## src/rtl/page_commit_ctrl.sv

```systemverilog
module page_commit_ctrl #(
  parameter int ADDR_W        = 11,
  parameter int PAGE_BYTES    = 32,
  parameter int COMMIT_CYCLES = 1000000
) (
  input  logic              clk,
  input  logic              rst_n,
  input  logic              seq_reset,
  input  logic              addr_load,
  input  logic [ADDR_W-1:0] addr_in,
  input  logic              bit_wr,
  input  logic              bit_val,
  input  logic              bit_rd,
  input  logic              wr_allow,
  output logic              mem_we,
  output logic [ADDR_W-1:0] mem_addr,
  output logic [7:0]        mem_wdata,
  output logic              busy,
  output logic              status_bit
);
  localparam int OFF_W  = $clog2(PAGE_BYTES);
  localparam int PAGE_W = ADDR_W - OFF_W;
  localparam int CNT_W  = $clog2(COMMIT_CYCLES + 1);

  typedef enum logic [2:0] {S_IDLE, S_LOAD, S_END, S_ARM, S_BUSY} state_t;

  state_t                  state;
  logic                    we_latch;
  logic [PAGE_W-1:0]       page;
  logic [OFF_W-1:0]        idx;
  logic [2:0]              bitcnt;
  logic [6:0]              shreg;
  logic [7:0]              pbuf [PAGE_BYTES];
  logic [PAGE_BYTES-1:0]   valid;
  logic [CNT_W-1:0]        cnt;

  wire [OFF_W-1:0] scan_idx = cnt[OFF_W-1:0];
  wire             in_scan  = busy && (cnt < CNT_W'(PAGE_BYTES));
  wire             byte_end = (state == S_LOAD) && bit_wr && (bitcnt == 3'd7);

  assign busy       = (state == S_BUSY);
  assign status_bit = ~busy;
  assign mem_we     = in_scan && valid[scan_idx];
  assign mem_addr   = {page, scan_idx};
  assign mem_wdata  = pbuf[scan_idx];

  always_ff @(posedge clk)
    if (byte_end) pbuf[idx] <= {shreg, bit_val};

  always_ff @(posedge clk) begin
    if (!rst_n) begin
      state    <= S_IDLE;
      we_latch <= 1'b0;
      page     <= '0;
      idx      <= '0;
      bitcnt   <= '0;
      shreg    <= '0;
      valid    <= '0;
      cnt      <= '0;
    end else if (busy) begin
      if (cnt == CNT_W'(COMMIT_CYCLES - 1)) begin
        state    <= S_IDLE;
        we_latch <= 1'b0;
        valid    <= '0;
      end else begin
        cnt <= cnt + CNT_W'(1);
      end
    end else if (seq_reset) begin
      we_latch <= 1'b1;
      state    <= S_IDLE;
      valid    <= '0;
    end else if (addr_load) begin
      page   <= addr_in[ADDR_W-1:OFF_W];
      idx    <= addr_in[OFF_W-1:0];
      bitcnt <= '0;
      valid  <= '0;
      state  <= S_LOAD;
    end else if (bit_wr) begin
      case (state)
        S_LOAD: begin
          shreg  <= {shreg[5:0], bit_val};
          bitcnt <= bitcnt + 3'd1;
          if (byte_end) begin
            valid[idx] <= 1'b1;
            idx        <= idx + OFF_W'(1);
          end
        end
        S_END: begin
          if (bit_val) state <= S_ARM;
          else begin
            state    <= S_IDLE;
            we_latch <= 1'b0;
          end
        end
        S_ARM: begin
          state    <= S_IDLE;
          we_latch <= 1'b0;
        end
        default: ;
      endcase
    end else if (bit_rd) begin
      case (state)
        S_LOAD: begin
          if (bitcnt == 3'd0 && |valid && we_latch) state <= S_END;
          else begin
            state    <= S_IDLE;
            we_latch <= 1'b0;
          end
        end
        S_END: begin
          state    <= S_IDLE;
          we_latch <= 1'b0;
        end
        S_ARM: begin
          if (wr_allow && we_latch) begin
            state <= S_BUSY;
            cnt   <= '0;
          end else begin
            state    <= S_IDLE;
            we_latch <= 1'b0;
          end
        end
        default: ;
      endcase
    end
  end
endmodule


```

## config.mk

```make
export PLATFORM = sky130hd
export DESIGN_NAME = page_commit_ctrl
export DESIGN_NICKNAME = d
export VERILOG_FILES = /design/src/rtl/page_commit_ctrl.sv
export SDC_FILE = /design/constraint.sdc
export NUM_CORES = 1
export LEC_CHECK = 0
export BUFFER_PORTS_ARGS = -buffer_cell sky130_fd_sc_hd__buf_4
export CAP_MARGIN = 20
export CELL_PAD_IN_SITES_DETAIL_PLACEMENT = 0
export CELL_PAD_IN_SITES_GLOBAL_PLACEMENT = 1
export CORE_UTILIZATION = 53
export DETAILED_ROUTE_END_ITERATION = 16
export PLACE_DENSITY_LB_ADDON = 0.12
export SYNTH_ARGS = -nofsm -noshare
export SYNTH_HDL_FRONTEND = slang
export SYNTH_SLANG_ARGS = --single-unit
```

## constraint.sdc

```tcl
create_clock -name clk -period 2.85 [get_ports clk]
set_clock_uncertainty 0.1 [all_clocks]
set_input_delay 0.4275 -clock clk [delete_from_list [all_inputs] [get_ports clk]]
set_output_delay 0.4275 -clock clk [all_outputs]
set_load 0.01 [all_outputs]
```

==> run_results.csv <==
group,metric,value,unit
global_routing,grt_max_degree,35,
final_layout,num_antenna_cells,0,
global_routing,grt_pass1_vias,8326,
cts,numCtsBuffers,35,
global_routing,grt_first_pass_wirelength,48500,µm
yosys,synth_edf_count,256,
sta,tns,-0.0653,ns
status,violations,"setup timing",
final_layout,drive_gt1_frac,0.271,
cts,tritoncts,"done",
setup_path,r2r_cells,5,
floorplanning,start_util,0.544,
final_layout,final_cell_mix,"edfxtp_1, buf_4, nor2_1, dfxtp_1, mux4_2",
yosys,synth-simple-area-share,0.0833,
yosys,yosys_most_used_dff,"edfxtp_1",
final_layout,nNetsFinal,1021,
placement,place_congestion,0.854,
yosys,synthCells,896,
final_layout,finalInstanceArea,16300,µm²
sta,timing.slew.headroom,0.464,
drt,drc_errors,0,
hold_path,holdPathStages,3,
pwr,p_leak,5.32,nW
drt,avgRoutedWirePerCell,23.2,µm
yosys,yosys-top-cells-area,"edfxtp_1, dfxtp_1, mux4_2",
setup_path,rrSetupSlack,0.46,ns
yosys,synth-xor-area-share,0.00127,
drt,vias_per_cell,6.07,
cts,clock-sinks,338,
setup_path,critPathRequiredTime,2.32,ns
sta,hold_viol_final,0,
hold_path,hold_path_class,"in2reg",
sta,slew_viol_final,0,
drt,dr.pass1.iters,5,
drt,wl_met2,15900,µm
yosys,ys_types,58,
floorplanning,io-pin-count,41,
yosys,synth_compound_area_frac,0.0626,
pwr,p_per_area,610,nW/µm²
drt,routed_wl,31200,µm
drt,wl_met1,13200,µm
global_routing,antenna_found_initial,0,
job,cap_violations,0,
setup_path,crit_type,"reg2out",
final_layout,nFillCells,1807,
global_routing,grt.overflow.total,0,
yosys,synth_top_family_by_area,"multiplexers",
placement,dp_hpwl,20400,µm
sta,fin_crit_sh,1.01,
drt,dr_wl_met3,1470,µm
yosys,syn_area,13800,µm²
yosys,yosys_warnings,0,
sta,fin_ws,-0.0327,ns
sta,grt_setup_unrepaired,"true",
sta,tightest_slew,0.801,ns
placement,dpl_worst_slack,0.283,ns
cts,cts-root-buf,"clkbuf_16",
yosys,synth.net_count,923,
cts,h-tree-depth,2,
setup_path,end_kind,"output port",
setup_path,cp_max_fo,10,
setup_path,crit_path_start_kind,"flip-flop",
pwr,p_total,0.00996,W
sta,period_minus_slack,2.88,ns
cts,clock_latency,0.50,ns
yosys,muxShareOfSynthArea,0.149,
cts,ctsHoldBuffers,0,
sta,whs,0.0694,ns
floorplanning,die_w,163,µm
floorplanning,dieArea,26700,µm²
yosys,synth_top_area_share,0.556,
status,status,"finished, violations left",
yosys,ys_ff_latch,338,
yosys,synth-adder-area-share,0.00724,
floorplanning,die_h,163,µm
floorplanning,rows,58,
sta,max_freq,347,MHz
yosys,synth_top_cell_by_area,"edfxtp_1",
yosys,synthArstFlopShare,0,
placement,dpl-instance-area,14900,µm²
pwr,ir_worst_vdd,0.000492,V
setup_path,cp_data_arrival_time,2.36,ns
drt,top_layer,"met4",
global_routing,track_usage,0.244,
drt,drt_iter0_drc,675,
final_layout,area_growth,18.1,%
placement,io_buffers,40,
drt,vias,8167,
final_layout,mostFrequentLayoutCell,"edfxtp_1",
yosys,synth-seq-area-share,0.675,
cts,clockBufferDepth,3,
drt,postRouteAntennaNets,0,
sta,setup_viol,3,
cts,clkTransAtPathRegs,0.06,ns
yosys,syn_area_per_cell,15.4,µm²
floorplanning,core,25400,µm²
==> state kept, by name, summed over array words and instances, names as in the netlist, named ones only <==
name      flops
pbuf        256
valid        32
cnt          20
shreg         7
page          6
idx           5
bitcnt        3
state         3
we_latch      1
==> timing repair <==
item,in CTS,in global routing
pin swaps,2,3
buffers inserted,6,3
endpoints found under the setup margin,9,9
gates resized for setup,25,9
gates cloned,2,0
==> path summary, 6_finish.rpt <==
kind / to / startpoint
max reg2reg: pbuf[2][3] / state[0]
min reg2reg: shreg[6] / shreg[6]
min: page[3] / addr_in[8]
max: mem_wdata[4] / flip-flop
==> cells in the mapped netlist (9+ instances only) <==
cell type / number
a211oi_1: 9
a21oi_1: 60
a221oi_1: 10
buf_2: 16
clkbuf_1: 23
dfxtp_1: 82
edfxtp_1: 256
inv_1: 10
mux2i_1: 43
mux4_2: 72
nand2_1: 49
nand3_1: 10
nor2_1: 91
nor4_1: 14
o21ai_0: 25
or3_1: 12
==> per-layer routing <==
layer / vias up / global-route usage
li1: 3716 / -
met1: 4153 / 0.325
met2: 255 / 0.424
met3: 43 / 0.0300
met4: 0 / 0.0673
met5: - / 0
==> cells by family (layout without fill, tap and decap cells) <==
kind of cell / after synthesis / in the layout
xor+xnor: 2 / 2
fa+ha+maj: 8 / 8
buf+inv: 64 / 184
flops: 338 / 338
simple gates: 231 / 231
mux: 116 / 116
compound gates: 137 / 137
==> report_power, final <==
part | total (W) | leakage (nW) | switching [W] | internal, W
combinational | 0.000164 | 1.67 | 0.000100 | 0.0000632
clock | 0.00454 | 0.556 | 0.00177 | 0.00277
sequential | 0.00526 | 3.09 | 0.0000155 | 0.00524
total | 0.00996 | 5.32 | 0.00188 | 0.00808
==> per-stage QoR <==
step                       util  instances
after floorplan               -        896
after global placement    0.585       1275
after detailed placement  0.585       1275
after CTS                 0.639       1342
after global routing      0.643       1346
final                     0.643       1346
==> critical path: stages, from the launching register on <==
cell and delay [ns]:
dfxtp_4 0.43, buf_12 0.16, buf_6 0.15, mux4_2 0.56
mux2i_4 0.22, a221oi_2 0.13, buf_4 0.19
==> area by class of cell <==
class / count / area, µm² / area share
Tap cell: 330 / 413 / 0.0253
Timing Repair Buffer: 114 / 1050 / 0.0645
Inverter: 11 / 41.3 / 0.00253
Sequential cell: 338 / 9340 / 0.572
Clock inverter: 15 / 196 / 0.0120
Multi-Input combinational cell: 494 / 4340 / 0.266
Clock buffer: 44 / 940 / 0.0576
No activity file was read; power rests on OpenSTA's default activity.
